## config.mk

```make
export PLATFORM = sky130hd
export DESIGN_NAME = cal_time_counter
export DESIGN_NICKNAME = d
export VERILOG_FILES = /design/src/rtl/cal_pkg.sv /design/src/rtl/cal_month_len.sv /design/src/rtl/cal_advance.sv /design/src/rtl/cal_load_dec.sv /design/src/rtl/cal_out_enc.sv /design/src/rtl/cal_time_counter.sv
export SDC_FILE = /design/constraint.sdc
export NUM_CORES = 1
export LEC_CHECK = 0
export BUFFER_PORTS_ARGS = -buffer_cell sky130_fd_sc_hd__buf_2
export CORE_MARGIN = 2
export CORE_UTILIZATION = 58
export CTS_CLUSTER_SIZE = 16
export DETAILED_ROUTE_END_ITERATION = 6
export PLACE_DENSITY = 0.85
export SLEW_MARGIN = 10
export SYNTH_ARGS = -nofsm -noshare
export SYNTH_HDL_FRONTEND = slang
export SYNTH_SLANG_ARGS = --single-unit
```

## constraint.sdc

```tcl
create_clock -name clk -period 8.3 [get_ports clk]
set_clock_uncertainty 0.05 [all_clocks]
set_input_delay 1.66 -clock clk [delete_from_list [all_inputs] [get_ports clk]]
set_output_delay 1.66 -clock clk [all_outputs]
set_load 0.02 [all_outputs]
```

## src/rtl/cal_pkg.sv

```systemverilog
`timescale 1ns/1ps
package cal_pkg;
    localparam int SEC_W      = 6;
    localparam int MIN_W      = 6;
    localparam int HOUR_W     = 5;
    localparam int WDAY_W     = 3;
    localparam int MDAY_W     = 5;
    localparam int MON_W      = 4;
    localparam int YEAR_W     = 7;
    localparam int BYTE_W     = 8;
    localparam int VAL_W      = 7;
    localparam int NUM_FIELDS = 7;
    localparam int HOUR_IDX   = 2;

    typedef struct packed {
        logic [YEAR_W-1:0] year;
        logic [MON_W-1:0]  mon;
        logic [MDAY_W-1:0] mday;
        logic [WDAY_W-1:0] wday;
        logic [HOUR_W-1:0] hour;
        logic [MIN_W-1:0]  min;
        logic [SEC_W-1:0]  sec;
    } cal_time_t;

    // binary value (0..99) to packed decimal digits
    function automatic logic [BYTE_W-1:0] to_bcd(input logic [VAL_W-1:0] v);
        logic [VAL_W-1:0] tens;
        logic [VAL_W-1:0] units;
        tens  = v / VAL_W'(10);
        units = v % VAL_W'(10);
        return {tens[3:0], units[3:0]};
    endfunction

    function automatic logic [BYTE_W-1:0] from_bcd(input logic [BYTE_W-1:0] b);
        return ({4'b0, b[7:4]} * BYTE_W'(10)) + {4'b0, b[3:0]};
    endfunction

    function automatic logic [BYTE_W-1:0] enc_field(input logic [VAL_W-1:0] v,
                                                    input logic bin);
        return bin ? {1'b0, v} : to_bcd(v);
    endfunction

    function automatic logic [BYTE_W-1:0] dec_field(input logic [BYTE_W-1:0] b,
                                                    input logic bin);
        return bin ? b : from_bcd(b);
    endfunction
endpackage

```

## src/rtl/cal_month_len.sv

```systemverilog
`timescale 1ns/1ps
module cal_month_len
    import cal_pkg::*;
#(
    parameter int CENTURY = 20
) (
    input  logic [MON_W-1:0]  mon_i,
    input  logic [YEAR_W-1:0] year_i,
    output logic [MDAY_W-1:0] days_o
);
    // 100*CENTURY is a multiple of 4, so only the two-digit year decides
    // divisibility by 4; the century year itself falls back to CENTURY%4.
    localparam logic CENT_LEAP = ((CENTURY % 4) == 0);

    logic leap;

    always_comb begin
        leap = (year_i[1:0] == 2'b00) && ((year_i != '0) || CENT_LEAP);
        unique case (mon_i)
            MON_W'(2):                     days_o = leap ? MDAY_W'(29) : MDAY_W'(28);
            MON_W'(4), MON_W'(6),
            MON_W'(9), MON_W'(11):         days_o = MDAY_W'(30);
            default:                       days_o = MDAY_W'(31);
        endcase
    end
endmodule

```

## src/rtl/cal_advance.sv

```systemverilog
`timescale 1ns/1ps
module cal_advance
    import cal_pkg::*;
(
    input  cal_time_t         cur_i,
    input  logic [MDAY_W-1:0] days_i,
    output cal_time_t         nxt_o
);
    logic sec_end, min_end, hour_end, mday_end, mon_end;

    always_comb begin
        sec_end  = (cur_i.sec  >= SEC_W'(59));
        min_end  = (cur_i.min  >= MIN_W'(59));
        hour_end = (cur_i.hour >= HOUR_W'(23));
        mday_end = (cur_i.mday >= days_i);
        mon_end  = (cur_i.mon  >= MON_W'(12));

        nxt_o     = cur_i;
        nxt_o.sec = sec_end ? '0 : cur_i.sec + SEC_W'(1);
        if (sec_end) begin
            nxt_o.min = min_end ? '0 : cur_i.min + MIN_W'(1);
            if (min_end) begin
                nxt_o.hour = hour_end ? '0 : cur_i.hour + HOUR_W'(1);
                if (hour_end) begin
                    nxt_o.wday = (cur_i.wday >= WDAY_W'(7)) ? WDAY_W'(1)
                                                            : cur_i.wday + WDAY_W'(1);
                    nxt_o.mday = mday_end ? MDAY_W'(1) : cur_i.mday + MDAY_W'(1);
                    if (mday_end) begin
                        nxt_o.mon = mon_end ? MON_W'(1) : cur_i.mon + MON_W'(1);
                        if (mon_end) begin
                            nxt_o.year = (cur_i.year >= YEAR_W'(99)) ? '0
                                                                     : cur_i.year + YEAR_W'(1);
                        end
                    end
                end
            end
        end
    end
endmodule

```

## src/rtl/cal_load_dec.sv

```systemverilog
`timescale 1ns/1ps
module cal_load_dec
    import cal_pkg::*;
(
    input  logic [NUM_FIELDS-1:0][BYTE_W-1:0] bytes_i,
    input  logic                              bin_i,
    input  logic                              h24_i,
    output cal_time_t                         val_o
);
    logic [BYTE_W-1:0] dec [NUM_FIELDS];
    logic [BYTE_W-1:0] hour_raw;
    logic [BYTE_W-1:0] hour_val;

    for (genvar i = 0; i < NUM_FIELDS; i++) begin : g_dec
        if (i == HOUR_IDX) begin : g_hour
            // 12-hour bytes carry the PM flag in bit 7; strip it before decoding
            assign dec[i] = dec_field(h24_i ? bytes_i[i] : {1'b0, bytes_i[i][6:0]}, bin_i);
        end else begin : g_plain
            assign dec[i] = dec_field(bytes_i[i], bin_i);
        end
    end

    always_comb begin
        hour_raw = dec[HOUR_IDX];
        hour_val = (!h24_i && bytes_i[HOUR_IDX][7]) ? hour_raw + BYTE_W'(12) : hour_raw;
        val_o.sec  = dec[0][SEC_W-1:0];
        val_o.min  = dec[1][MIN_W-1:0];
        val_o.hour = hour_val[HOUR_W-1:0];
        val_o.wday = dec[3][WDAY_W-1:0];
        val_o.mday = dec[4][MDAY_W-1:0];
        val_o.mon  = dec[5][MON_W-1:0];
        val_o.year = dec[6][YEAR_W-1:0];
    end
endmodule

```

## src/rtl/cal_out_enc.sv

```systemverilog
`timescale 1ns/1ps
module cal_out_enc
    import cal_pkg::*;
(
    input  cal_time_t                         cur_i,
    input  logic                              bin_i,
    input  logic                              h24_i,
    output logic [NUM_FIELDS-1:0][BYTE_W-1:0] bytes_o
);
    logic [VAL_W-1:0] vals [NUM_FIELDS];
    logic             pm;
    logic [VAL_W-1:0] hour_full;

    always_comb begin
        hour_full = VAL_W'(cur_i.hour);
        pm        = (cur_i.hour >= HOUR_W'(12));
        vals[0]   = VAL_W'(cur_i.sec);
        vals[1]   = VAL_W'(cur_i.min);
        vals[2]   = (!h24_i && pm) ? hour_full - VAL_W'(12) : hour_full;
        vals[3]   = VAL_W'(cur_i.wday);
        vals[4]   = VAL_W'(cur_i.mday);
        vals[5]   = VAL_W'(cur_i.mon);
        vals[6]   = cur_i.year;
    end

    for (genvar i = 0; i < NUM_FIELDS; i++) begin : g_enc
        if (i == HOUR_IDX) begin : g_hour
            assign bytes_o[i] = enc_field(vals[i], bin_i) | {(!h24_i && pm), 7'b0};
        end else begin : g_plain
            assign bytes_o[i] = enc_field(vals[i], bin_i);
        end
    end
endmodule

```

## src/rtl/cal_time_counter.sv

```systemverilog
`timescale 1ns/1ps
module cal_time_counter
    import cal_pkg::*;
#(
    parameter int CENTURY = 20
) (
    input  logic       clk,
    input  logic       rst_n,
    input  logic       tick_i,
    input  logic       load_i,
    input  logic [7:0] ld_sec_i,
    input  logic [7:0] ld_min_i,
    input  logic [7:0] ld_hour_i,
    input  logic [7:0] ld_wday_i,
    input  logic [7:0] ld_mday_i,
    input  logic [7:0] ld_mon_i,
    input  logic [7:0] ld_year_i,
    input  logic       bin_mode_i,
    input  logic       h24_mode_i,
    output logic [7:0] sec_o,
    output logic [7:0] min_o,
    output logic [7:0] hour_o,
    output logic [7:0] wday_o,
    output logic [7:0] mday_o,
    output logic [7:0] mon_o,
    output logic [7:0] year_o
);
    localparam cal_time_t RESET_TIME = '{year: '0, mon: MON_W'(1), mday: MDAY_W'(1),
                                         wday: WDAY_W'(1), hour: '0, min: '0, sec: '0};

    cal_time_t                         state_d, state_q;
    cal_time_t                         loaded, advanced;
    logic [MDAY_W-1:0]                 month_days;
    logic [NUM_FIELDS-1:0][BYTE_W-1:0] ld_bytes, out_bytes;

    assign ld_bytes = {ld_year_i, ld_mon_i, ld_mday_i, ld_wday_i,
                       ld_hour_i, ld_min_i, ld_sec_i};

    cal_month_len #(.CENTURY(CENTURY)) u_len (
        .mon_i  (state_q.mon),
        .year_i (state_q.year),
        .days_o (month_days)
    );

    cal_advance u_adv (
        .cur_i  (state_q),
        .days_i (month_days),
        .nxt_o  (advanced)
    );

    cal_load_dec u_dec (
        .bytes_i (ld_bytes),
        .bin_i   (bin_mode_i),
        .h24_i   (h24_mode_i),
        .val_o   (loaded)
    );

    cal_out_enc u_enc (
        .cur_i   (state_q),
        .bin_i   (bin_mode_i),
        .h24_i   (h24_mode_i),
        .bytes_o (out_bytes)
    );

    always_comb begin
        state_d = state_q;
        if (load_i) begin
            state_d = loaded;          // software write beats the tick
        end else if (tick_i) begin
            state_d = advanced;
        end
    end

    always_ff @(posedge clk) begin
        if (!rst_n) begin
            state_q <= RESET_TIME;
        end else begin
            state_q <= state_d;
        end
    end

    assign sec_o  = out_bytes[0];
    assign min_o  = out_bytes[1];
    assign hour_o = out_bytes[2];
    assign wday_o = out_bytes[3];
    assign mday_o = out_bytes[4];
    assign mon_o  = out_bytes[5];
    assign year_o = out_bytes[6];
endmodule

```

==> metrics.cfg <==
[worst_setup_path]
path_common_cell = ha_1
crit_arrival_ns = 4.26
path_max_fanout = 22
crit_path_cell_trace = ha_1, inv_1, ha_1, xor2_1, a221o_1, a222oi_1, ha_1, inv_1, a2111oi_2, a211oi_1, o31ai_2, buf_2
slowest_stage = dfxtp_1
slowest_delay_ns = 0.84
crit_type = reg2out
crit_path_end_kind = output pin
worstPathRequired_ns = 6.59
start_kind = flop
r2r.worst_path.cells = 12

[synthesis]
synth_edf_count = 0
yosys-top-cells-count = ha_1 (66), nor2_1 (64), inv_1 (58), nand2_1 (58), o21ai_0 (56)
synth_flop_cell = dfxtp_1
yosysMostFrequentCell = ha_1
synth_area_leaders = ha_1 (14%), dfxtp_1 (12%), o21ai_0 (4.9%)
yosysUniqueCellTypes = 78
ys_async_sr_fraction_pct = 0
synth-seq-area-share_pct = 12.50
syn_area_per_cell_um2 = 7.356
yosys_warnings = 0
synthCells = 784
synth_top_area_share_pct = 14.32
syn_area_um2 = 5767
synth_seq_cells = 36
yosysTopAreaCell = ha_1

[power]
finalPower_mw = 0.6603
power_frac_comb_pct = 42.9
power_density_nw_per_um2 = 105.6
switchingPower_mw = 0.2547
cell_internal_pwr_mw = 0.4056
p_seq_share_pct = 30.7
swShare_pct = 38.57
ir_drop_v = 0.00008957
pwr-share-clk_pct = 26.4
leakagePower_nw = 2.720

[run]
cap_violations = 0

[sta]
tns_ns = 0
worst_pin_slew_ns = 0.9649
finalSetupViolations = 0
report.final.slew_viol_count = 0
finalCritPeriodShare_pct = 71.91
rsz0062_at_grt = false
min_period_ns = 5.968
maxSlewHeadroom_pct = 34.83
finalHoldViolations = 0
max_clock_freq_mhz = 167.5

[clock_tree]
htreeDepth = 2
clock-root-buffer = clkbuf_8
clkTransAtPathRegs_ns = 0.07
numCtsBuffers = 5
cts_sinks = 36
clock_latency_ns = 0.30
cts_resized = 0
post-cts-setup-buffers = 0
cts_hold_buf = 0
tritoncts = done
clk_path_buf_depth = 2

[grt]
track_usage_pct = 25.68
grt_pass1_vias = 5354
grt_first_pass_wirelength_um = 23870
antenna_found_initial = 0
grt_max_degree = 47
grt_overflow_total = 0

[die]
rows = 36
io_pins = 118
die_height_um = 103.7
die_w_um = 103.7
start_util_pct = 59.27
die-area_um2 = 10760
core_area_um2 = 9729

[cells_and_area]
insertedDiodeCount = 0
syn_to_final_growth_pct = 8.483
layout-drive-gt1-share_pct = 16.19
largestRegisters = state_q x36
top_register = state_q
fin_nets = 968
largest_reg_flops = 36

[placement]
gp_congestion = 0.8869
hpwl_um = 10460
portBuffers = 101

[routing]
drt_iter0_markers = 299
viasPerCell = 6.038
drtPass1Iterations = 5
drt_wl_total_um = 14190
ant_nets = 0
drc_errors = 0
wl_per_cell_um = 14.67
vias = 5839

[run_status]
status = completed

[min_path]
hold_class = reg2reg
holdPathStages = 2

==> final cells by class <==
cell class	count	area [um^2]
inverter	61	231.5
multi-input combinational	626	4491
clock inverter	1	30.03
fill	892	3473
clock buffer	7	96.34
timing repair buffer	103	520.5
tap	133	166.4
sequential	36	720.7
==> layout by cell type (no fill, tap or decap), drive strengths merged, types with 13 or more instances in the layout <==
| cell | count |
|---|---|
| buf | 103 |
| ha | 66 |
| nor2 | 65 |
| inv | 61 |
| nand2 | 58 |
| o21ai | 58 |
| a21oi | 53 |
| dfxtp | 36 |
| xnor2 | 30 |
| nand3 | 23 |
| nor3 | 16 |
| mux2i | 16 |
| xor2 | 15 |
| a211oi | 15 |
| a31oi | 13 |
==> power groups by stage <==
stage	logic, mW	registers, mW	clock network (mW)
detailed placement	0.282	0.206	0
finish	0.283	0.202	0.174
global route	0.317	0.205	0.180
floorplan	0.229	0.193	0
CTS	0.283	0.202	0.174
global placement	0.275	0.205	0
==> worst max-delay path: cells and delay by family (launching register included) <==
family / cells / cell delay (ns)
AOI/OAI and AO/OA: 5 / 1.50
adders and majority gates: 3 / 1.07
DFF: 1 / 0.84
buffers and inverters: 3 / 0.34
xor gates and xnor gates: 1 / 0.22
==> final timing paths <==
check | start | to | slack, ns
worst max-delay path | state_q[14] | hour_o[2] | 2.33
worst min-delay path | state_q[18] | state_q[18] | 0.53
worst max register to register | state_q[25] | state_q[30] | 5.18
worst min register to register | state_q[18] | state_q[18] | 0.53
==> per-stage QoR <==
step                      cells  util [%]  cell area [um^2]  worst slack, ns  hold WS (ns)
after floorplan             795         -              5808            2.899        0.4610
after global placement      959     63.00              6130            2.614        0.4995
after detailed placement    959     63.00              6130            2.594        0.5175
after CTS                   967     64.30              6256            2.350        0.5319
after global routing        967     64.30              6256            2.044        0.5601
final                       967     64.30              6256            2.332        0.5326
==> metal layers <==
| metal | track usage [%] | part of all wire (%) | up-vias |
|---|---|---|---|
| li1 | - | - | 2917 |
| met1 | 32.39 | 43 | 2718 |
| met2 | 45.03 | 49 | 186 |
| met3 | 4.405 | 6.3 | 18 |
| met4 | 7.239 | 1.3 | 0 |
| met5 | 0 | 0 | - |
==> cells by family (layout without fill, tap and decap cells) <==
| family | after synthesis | after routing | share of synthesized area (%) |
|---|---|---|---|
| fa+ha+maj | 75 | 75 | 17.10 |
| mux | 25 | 25 | 4.535 |
| buf+inv | 133 | 172 | 10.44 |
| compound gates | 251 | 251 | 29.92 |
| xor+xnor | 45 | 45 | 6.834 |
| other cells | 1 | 12 | 0.06503 |
| flops | 36 | 36 | 12.50 |
| simple gates | 218 | 218 | 18.62 |
Note: power is estimated with default switching activity, not from simulation.
